File: src/rtl/ptp_snap_pkg.sv
package ptp_snap_pkg;
  localparam int TIME_W = 64;
  localparam int SRC_W  = 48;
  localparam int SEQ_W  = 16;
  localparam int REG_W  = 16;
  localparam int ADDR_W = 4;

  localparam int TS_WORDS  = TIME_W / REG_W;
  localparam int SRC_WORDS = SRC_W / REG_W;

  localparam logic [3:0] MSG_SYNC      = 4'h0;
  localparam logic [3:0] MSG_DELAY_REQ = 4'h1;

  localparam int ADDR_EVENT = 0;
  localparam int ADDR_TIME0 = 1;
  localparam int ADDR_SRC0  = ADDR_TIME0 + TS_WORDS;
  localparam int ADDR_SEQ   = ADDR_SRC0 + SRC_WORDS;

  typedef struct packed {
    logic [TIME_W-1:0] ts;
    logic [SRC_W-1:0]  src;
    logic [SEQ_W-1:0]  seq;
  } snap_entry_t;
endpackage

File: src/rtl/ptp_snap_qualify.sv
module ptp_snap_qualify
  import ptp_snap_pkg::*;
(
  input  logic       frame_valid_i,
  input  logic [3:0] msg_type_i,
  input  logic       master_mode_i,
  output logic       capture_o
);
  logic [3:0] want_type;

  always_comb begin
    want_type = master_mode_i ? MSG_DELAY_REQ : MSG_SYNC;
    capture_o = frame_valid_i && (msg_type_i == want_type);
  end
endmodule

File: src/rtl/ptp_snap_store.sv
module ptp_snap_store
  import ptp_snap_pkg::*;
#(
  parameter int DEPTH = 16,
  localparam int AW = (DEPTH > 1) ? $clog2(DEPTH) : 1,
  localparam int CW = $clog2(DEPTH + 1)
) (
  input  logic        clk_i,
  input  logic        rst_ni,
  input  logic        push_i,
  input  snap_entry_t wdata_i,
  input  logic        pop_i,
  output snap_entry_t head_o,
  output logic        nonempty_o
);
  snap_entry_t     mem_q [DEPTH];
  logic [AW-1:0]   wr_ptr_q, rd_ptr_q;
  logic [CW-1:0]   count_q;
  logic            full, pop_eff, push_eff;

  function automatic logic [AW-1:0] next_ptr(input logic [AW-1:0] p);
    return (p == AW'(DEPTH - 1)) ? '0 : p + 1'b1;
  endfunction

  always_comb begin
    full     = (count_q == CW'(DEPTH));
    pop_eff  = pop_i && (count_q != '0);
    // a release in the same cycle frees the slot the capture needs
    push_eff = push_i && (!full || pop_eff);
  end

  always_ff @(posedge clk_i or negedge rst_ni) begin
    if (!rst_ni) begin
      wr_ptr_q <= '0;
      rd_ptr_q <= '0;
      count_q  <= '0;
    end else begin
      if (push_eff) wr_ptr_q <= next_ptr(wr_ptr_q);
      if (pop_eff)  rd_ptr_q <= next_ptr(rd_ptr_q);
      if (push_eff && !pop_eff)      count_q <= count_q + 1'b1;
      else if (pop_eff && !push_eff) count_q <= count_q - 1'b1;
    end
  end

  always_ff @(posedge clk_i) begin
    if (push_eff) mem_q[wr_ptr_q] <= wdata_i;
  end

  assign head_o     = mem_q[rd_ptr_q];
  assign nonempty_o = (count_q != '0);

  a_r3_no_overflow: assert property (@(posedge clk_i) disable iff (!rst_ni)
    count_q <= CW'(DEPTH));

  a_r4_full_drop: assert property (@(posedge clk_i) disable iff (!rst_ni)
    (full && push_i && !pop_i) |=> (count_q == CW'(DEPTH)) && $stable(wr_ptr_q));

  a_r7_pop_one: assert property (@(posedge clk_i) disable iff (!rst_ni)
    (pop_i && !push_i && count_q != '0) |=> count_q == $past(count_q) - 1'b1);

  a_r10_both_hold: assert property (@(posedge clk_i) disable iff (!rst_ni)
    (push_i && pop_i && count_q != '0) |=> $stable(count_q));

  a_r10_empty_pop: assert property (@(posedge clk_i) disable iff (!rst_ni)
    (count_q == '0 && pop_i && !push_i) |=> count_q == '0);
endmodule

File: src/rtl/ptp_snap_regs.sv
module ptp_snap_regs
  import ptp_snap_pkg::*;
(
  input  logic              clk_i,
  input  logic              rst_ni,
  input  logic [ADDR_W-1:0] addr_i,
  input  logic              we_i,
  input  logic [REG_W-1:0]  wdata_i,
  input  snap_entry_t       head_i,
  input  logic              nonempty_i,
  output logic [REG_W-1:0]  rdata_o,
  output logic              ack_o
);
  assign ack_o = we_i && (addr_i == ADDR_W'(ADDR_EVENT)) && wdata_i[0];

  always_comb begin
    rdata_o = '0;
    if (addr_i == ADDR_W'(ADDR_EVENT)) begin
      rdata_o[0] = nonempty_i;
    end else if (nonempty_i) begin
      for (int k = 0; k < TS_WORDS; k++)
        if (addr_i == ADDR_W'(ADDR_TIME0 + k)) rdata_o = head_i.ts[k*REG_W +: REG_W];
      for (int k = 0; k < SRC_WORDS; k++)
        if (addr_i == ADDR_W'(ADDR_SRC0 + k)) rdata_o = head_i.src[k*REG_W +: REG_W];
      if (addr_i == ADDR_W'(ADDR_SEQ)) rdata_o = head_i.seq;
    end
  end

  a_r9_empty_reads_zero: assert property (@(posedge clk_i) disable iff (!rst_ni)
    (!nonempty_i && addr_i != ADDR_W'(ADDR_EVENT)) |-> rdata_o == '0);

  a_r6_event_upper_zero: assert property (@(posedge clk_i) disable iff (!rst_ni)
    (addr_i == ADDR_W'(ADDR_EVENT)) |-> rdata_o[REG_W-1:1] == '0);
endmodule

File: src/rtl/ptp_rx_snap_fifo.sv
module ptp_rx_snap_fifo
  import ptp_snap_pkg::*;
#(
  parameter int DEPTH = 16
) (
  input  logic              clk_i,
  input  logic              rst_ni,
  input  logic [TIME_W-1:0] sys_time_i,
  input  logic              frame_valid_i,
  input  logic [3:0]        msg_type_i,
  input  logic [SRC_W-1:0]  src_id_i,
  input  logic [SEQ_W-1:0]  seq_id_i,
  input  logic              master_mode_i,
  input  logic [ADDR_W-1:0] reg_addr_i,
  input  logic              reg_we_i,
  input  logic [REG_W-1:0]  reg_wdata_i,
  output logic [REG_W-1:0]  reg_rdata_o
);
  logic        capture, ack, nonempty;
  snap_entry_t new_entry, head;

  assign new_entry = '{ts: sys_time_i, src: src_id_i, seq: seq_id_i};

  ptp_snap_qualify u_qualify (
    .frame_valid_i (frame_valid_i),
    .msg_type_i    (msg_type_i),
    .master_mode_i (master_mode_i),
    .capture_o     (capture)
  );

  ptp_snap_store #(.DEPTH(DEPTH)) u_store (
    .clk_i      (clk_i),
    .rst_ni     (rst_ni),
    .push_i     (capture),
    .wdata_i    (new_entry),
    .pop_i      (ack),
    .head_o     (head),
    .nonempty_o (nonempty)
  );

  ptp_snap_regs u_regs (
    .clk_i      (clk_i),
    .rst_ni     (rst_ni),
    .addr_i     (reg_addr_i),
    .we_i       (reg_we_i),
    .wdata_i    (reg_wdata_i),
    .head_i     (head),
    .nonempty_i (nonempty),
    .rdata_o    (reg_rdata_o),
    .ack_o      (ack)
  );

  a_r1_no_capture_off_type: assert property (@(posedge clk_i) disable iff (!rst_ni)
    (!nonempty && !(frame_valid_i &&
      msg_type_i == (master_mode_i ? MSG_DELAY_REQ : MSG_SYNC))) |=> !nonempty);

  a_r11_idle_write_keeps: assert property (@(posedge clk_i) disable iff (!rst_ni)
    (!capture && !ack) |=> $stable(nonempty) && $stable(head));

  a_r2_capture_sets_event: assert property (@(posedge clk_i) disable iff (!rst_ni)
    capture |=> nonempty);
endmodule

File: config.mk
export PLATFORM = sky130hd
export DESIGN_NAME = ptp_rx_snap_fifo
export DESIGN_NICKNAME = d
export VERILOG_FILES = /design/src/rtl/ptp_snap_pkg.sv /design/src/rtl/ptp_snap_qualify.sv /design/src/rtl/ptp_snap_store.sv /design/src/rtl/ptp_snap_regs.sv /design/src/rtl/ptp_rx_snap_fifo.sv
export SDC_FILE = /design/constraint.sdc
export NUM_CORES = 2
export LEC_CHECK = 0
export BUFFER_PORTS_ARGS = -buffer_cell sky130_fd_sc_hd__buf_2
export CAP_MARGIN = 20
export CORE_MARGIN = 3
export CORE_UTILIZATION = 66
export CTS_CLUSTER_SIZE = 16
export DETAILED_ROUTE_END_ITERATION = 6
export GPL_ROUTABILITY_DRIVEN = 0
export MAX_ROUTING_LAYER = met4
export PLACE_DENSITY = 0.95
export REMOVE_ABC_BUFFERS = 1
export SYNTH_ARGS = -nofsm -noshare
export SYNTH_HDL_FRONTEND = slang
export SYNTH_SLANG_ARGS = --single-unit
File: constraint.sdc
create_clock -name clk_i -period 16.85 [get_ports clk_i]
set_input_delay 0 -clock clk_i [delete_from_list [all_inputs] [get_ports clk_i]]
set_output_delay 0 -clock clk_i [all_outputs]
set_load 0.005 [all_outputs]
==> results.json <==
{
  "timing.critical_path.buf_inv": 5,
  "setup.worst_path.start_class": "register",
  "ir_drop_mv": 0.118,
  "yosysWarningCount": 0,
  "grt_setup_unrepaired": "false",
  "fin_cells": 5623,
  "synth_top_flop_cell": "sky130_fd_sc_hd__edfxtp_1",
  "yosysUniqueCellTypes": 71,
  "crit_chain": "buf_4, buf_4, buf_4, and3b_1, a22oi_1, nand2_1, nor3_1, o41ai_1, buf_2, a31oi_1, buf_2",
  "via_count_of_the_first_global_routing_pass": 43800,
  "timing_max_transition_violations_final": 0,
  "placement_rows": 126,
  "asyncSetResetFlopFracSynth_pct": 0.631,
  "power.density_cell_area_nw_per_um2": 137,
  "finalWorstPathRequiredPeriod_ns": 7.50,
  "die_area_um2": 124000,
  "detail_route.iter0.violations": 9848,
  "drt_wl_total_mm": 258,
  "worstSetupEndpointType": "primary output",
  "synthToLayoutAreaGrowth_pct": 12.8,
  "setup_viol_count_final": 0,
  "detailroute.via_count": 45800,
  "critPathMaxFanout": 60,
  "max-cap-violations": 0,
  "clkSlewWorstSetupHoldPaths_ns": 0.07,
  "tritoncts": "done",
  "globalRouteOverflowTotal": 0,
  "port_buffers": 157,
  "synth_edf_count": 2048,
  "critical_path_required_ns": 16.85,
  "final_layout_size_suffix_gt1_share_pct": 26.7,
  "routedWlPerCell_um": 45.9,
  "grt_antenna_before_repair": 35,
  "violations": "DRC",
  "drc": 23,
  "track_usage_pct": 40.9,
  "setup.worst_path.class": "register to primary output",
  "fmax_mhz": 133,
  "coreArea_um2": 119000,
  "fin_tns_setup_ns": 0,
  "worst_ep_arrival_ns": 7.50,
  "synth.area.mux_share_pct": 16.5,
  "detailedRoute.firstPassIterationCount": 7,
  "drtAntennaViolNets": 0,
  "utilization_pct": 75.3,
  "insertion_delay_ns": 0.84,
  "grt_max_degree": 146,
  "initial_core_util_pct": 66.8,
  "cts_num_sinks": 2061,
  "detail_route.vias_per_cell": 8.15,
  "yosys.area_share.simple_pct": 1.59,
  "worst_pin_slew_ns": 1.25,
  "finalHoldViolCount": 0,
  "fin_area_um2": 89300,
  "timing.final.crit_share_pct": 44.5,
  "timing.critical_path.slowest_cell_delay_ns": 0.99,
  "synth_top_family_by_area": "multiplexers",
  "final.setup_skew_ns": 0.0346,
  "timing.critical_path.mode_cell": "sky130_fd_sc_hd__buf_4",
  "post_dp_cell_area_um2": 81900,
  "post_synth_fa_ha_maj_area_fraction_pct": 0.167,
  "numCtsBuffers": 186,
  "post_synth_inst_count": 3452,
  "cts.hold.buffers_added": 133,
  "maxSlewHeadroom_pct": 16.6,
  "cts_repair_resize_count": 0,
  "dpl.cell_count": 5097,
  "synth.ff_latch_count": 2061,
  "crit_slowest_cell": "sky130_fd_sc_hd__buf_4",
  "cts_root_buffer": "sky130_fd_sc_hd__clkbuf_16",
  "boundaryPins": 173,
  "synth_xor_area_share_pct": 0.0885,
  "number_of_buffers_inserted_by_post_cts_setup_repair": 0,
  "detailed_place_hpwl_mm": 115,
  "design.final.nets": 3988,
  "run_status": "finished, violations left",
  "clk_path_buf_depth": 3,
  "dieHeight_um": 352,
  "synth_compound_gate_area_share_pct": 2.27,
  "die_w_um": 352,
  "final.hold.worst_slack_ns": 0.0929,
  "grt_pass1_wl_mm": 342,
  "post_synth_design_cell_area_um2": 79200,
  "cp_top_family": "buffers and inverters",
  "post_synthesis_area_per_instance_um2": 22.9,
  "htree_num_levels": 4,
  "p_leak_nw": 27.7,
  "synth.yosys.seq_area_share_pct": 78.0,
  "min_path_type": "input pin to register"
}
cells in the final DEF, fill, tap and decap left out, types with 7 or more instances in the layout:
cell and n:
sky130_fd_sc_hd__a211oi_1 20, sky130_fd_sc_hd__a21o_1 7, sky130_fd_sc_hd__a21oi_1 43, sky130_fd_sc_hd__a22oi_1 31, sky130_fd_sc_hd__a31oi_1 24, sky130_fd_sc_hd__buf_12 10, sky130_fd_sc_hd__buf_2 158, sky130_fd_sc_hd__buf_4 69
sky130_fd_sc_hd__bufinv_16 14, sky130_fd_sc_hd__clkbuf_1 46, sky130_fd_sc_hd__clkbuf_16 196, sky130_fd_sc_hd__clkinv_1 43, sky130_fd_sc_hd__clkinv_2 27, sky130_fd_sc_hd__dfrtp_1 9, sky130_fd_sc_hd__diode_2 52, sky130_fd_sc_hd__dlygate4sd3_1 133
sky130_fd_sc_hd__edfxtp_1 2048, sky130_fd_sc_hd__ha_1 9, sky130_fd_sc_hd__mux2_2 21, sky130_fd_sc_hd__mux2i_1 120, sky130_fd_sc_hd__mux4_2 517, sky130_fd_sc_hd__nand2_1 93, sky130_fd_sc_hd__nand3_1 31, sky130_fd_sc_hd__nor2_1 26
sky130_fd_sc_hd__nor2_4 12, sky130_fd_sc_hd__nor2b_1 18, sky130_fd_sc_hd__nor3_1 15, sky130_fd_sc_hd__o2111ai_1 7, sky130_fd_sc_hd__o211ai_1 18, sky130_fd_sc_hd__o21ai_0 35, sky130_fd_sc_hd__o221ai_1 13, sky130_fd_sc_hd__o22ai_1 27
cell families after synthesis:
logic type                 count (synthesis)
muxes                                    658
and+or+nand+nor                          253
adders and majority gates                 10
buffers and inverters                    197
AOI/OAI and AO/OA                        265
xor gates and xnor gates                   8
DFF                                     2061
synthesized netlist by cell type, types with 18 or more instances:
cell type | instances | area share [%]
sky130_fd_sc_hd__o211ai_1 | 18 | 0.17
sky130_fd_sc_hd__buf_2 | 80 | 0.51
sky130_fd_sc_hd__o21ai_0 | 35 | 0.22
sky130_fd_sc_hd__nor2b_1 | 18 | 0.14
sky130_fd_sc_hd__edfxtp_1 | 2048 | 78
sky130_fd_sc_hd__mux2_2 | 21 | 0.30
sky130_fd_sc_hd__buf_1 | 21 | 0.10
sky130_fd_sc_hd__a22oi_1 | 31 | 0.29
sky130_fd_sc_hd__a211oi_1 | 20 | 0.19
sky130_fd_sc_hd__clkbuf_1 | 41 | 0.19
sky130_fd_sc_hd__nor2_1 | 39 | 0.18
sky130_fd_sc_hd__a21oi_1 | 43 | 0.27
sky130_fd_sc_hd__buf_4 | 42 | 0.40
sky130_fd_sc_hd__o22ai_1 | 27 | 0.21
sky130_fd_sc_hd__mux2i_1 | 120 | 1.5
sky130_fd_sc_hd__nor3_1 | 19 | 0.12
sky130_fd_sc_hd__mux4_2 | 517 | 15
sky130_fd_sc_hd__nand2_1 | 93 | 0.44
sky130_fd_sc_hd__a31oi_1 | 24 | 0.19
sky130_fd_sc_hd__nand3_1 | 31 | 0.20
worst paths after layout:
kind / startpoint / end / slack (ns) / cells past startpoint
setup / recovery: u_store.rd_ptr_q[2]$_DFFE_PN0P_ / reg_rdata_o[10] / 9.35 / 11
hold / removal: sys_time_i[47] / u_store.mem_q[7][111]$_DFFE_PP_ / 0.09 / 2
setup reg to reg: u_store.count_q[1]$_DFFE_PN0P_ / u_store.mem_q[15][60]$_DFFE_PP_ / 10.32 / 8
hold reg to reg: u_store.count_q[0]$_DFFE_PN0P_ / u_store.count_q[0]$_DFFE_PN0P_ / 0.62 / 1
max in group asynchronous: rst_ni / u_store.rd_ptr_q[3]$_DFFE_PN0P_ / 15.89 / 3
min in group asynchronous: rst_ni / u_store.wr_ptr_q[3]$_DFFE_PN0P_ / 0.43 / 3
power by group:
group	total, mW	switching, mW	internal, mW
clock	4.35	2.01	2.35
sequential	5.73	0.0566	5.67
combinational	2.11	1.15	0.964
total	12.2	3.21	8.99
per-stage QoR:
stage	setup slack (ns)	total power, mW
finish	9.35	12.2
global route	9.55	12.4
global placement	11.15	7.58
detailed placement	10.63	7.72
CTS	9.64	12.0
floorplan	-3.78	8.54
cell type report:
class | instances | area [um^2]
flip-flops and latches | 2061 | 61800
multi-input cells | 1194 | 16500
clock inverters | 94 | 827
fillers | 5528 | 29200
diodes | 52 | 130
well taps | 1600 | 2000
clock buffers | 244 | 5100
inverters | 6 | 28.8
repair buffers | 372 | 2880
metal layers:
layer,routed length (um),global-route usage (%),vias up
met5,0,-,-
met4,24300,24.3,0
met3,40300,12.4,1612
met2,120000,61.9,6350
met1,73200,49.5,22300
li1,-,-,15600
state kept, by name (all words and copies together) (netlist names):
name,cells
u_store.rd_ptr_q,4
u_store.wr_ptr_q,4
u_store.count_q,5
u_store.mem_q,2048
(Power assumes the default switching activity.)
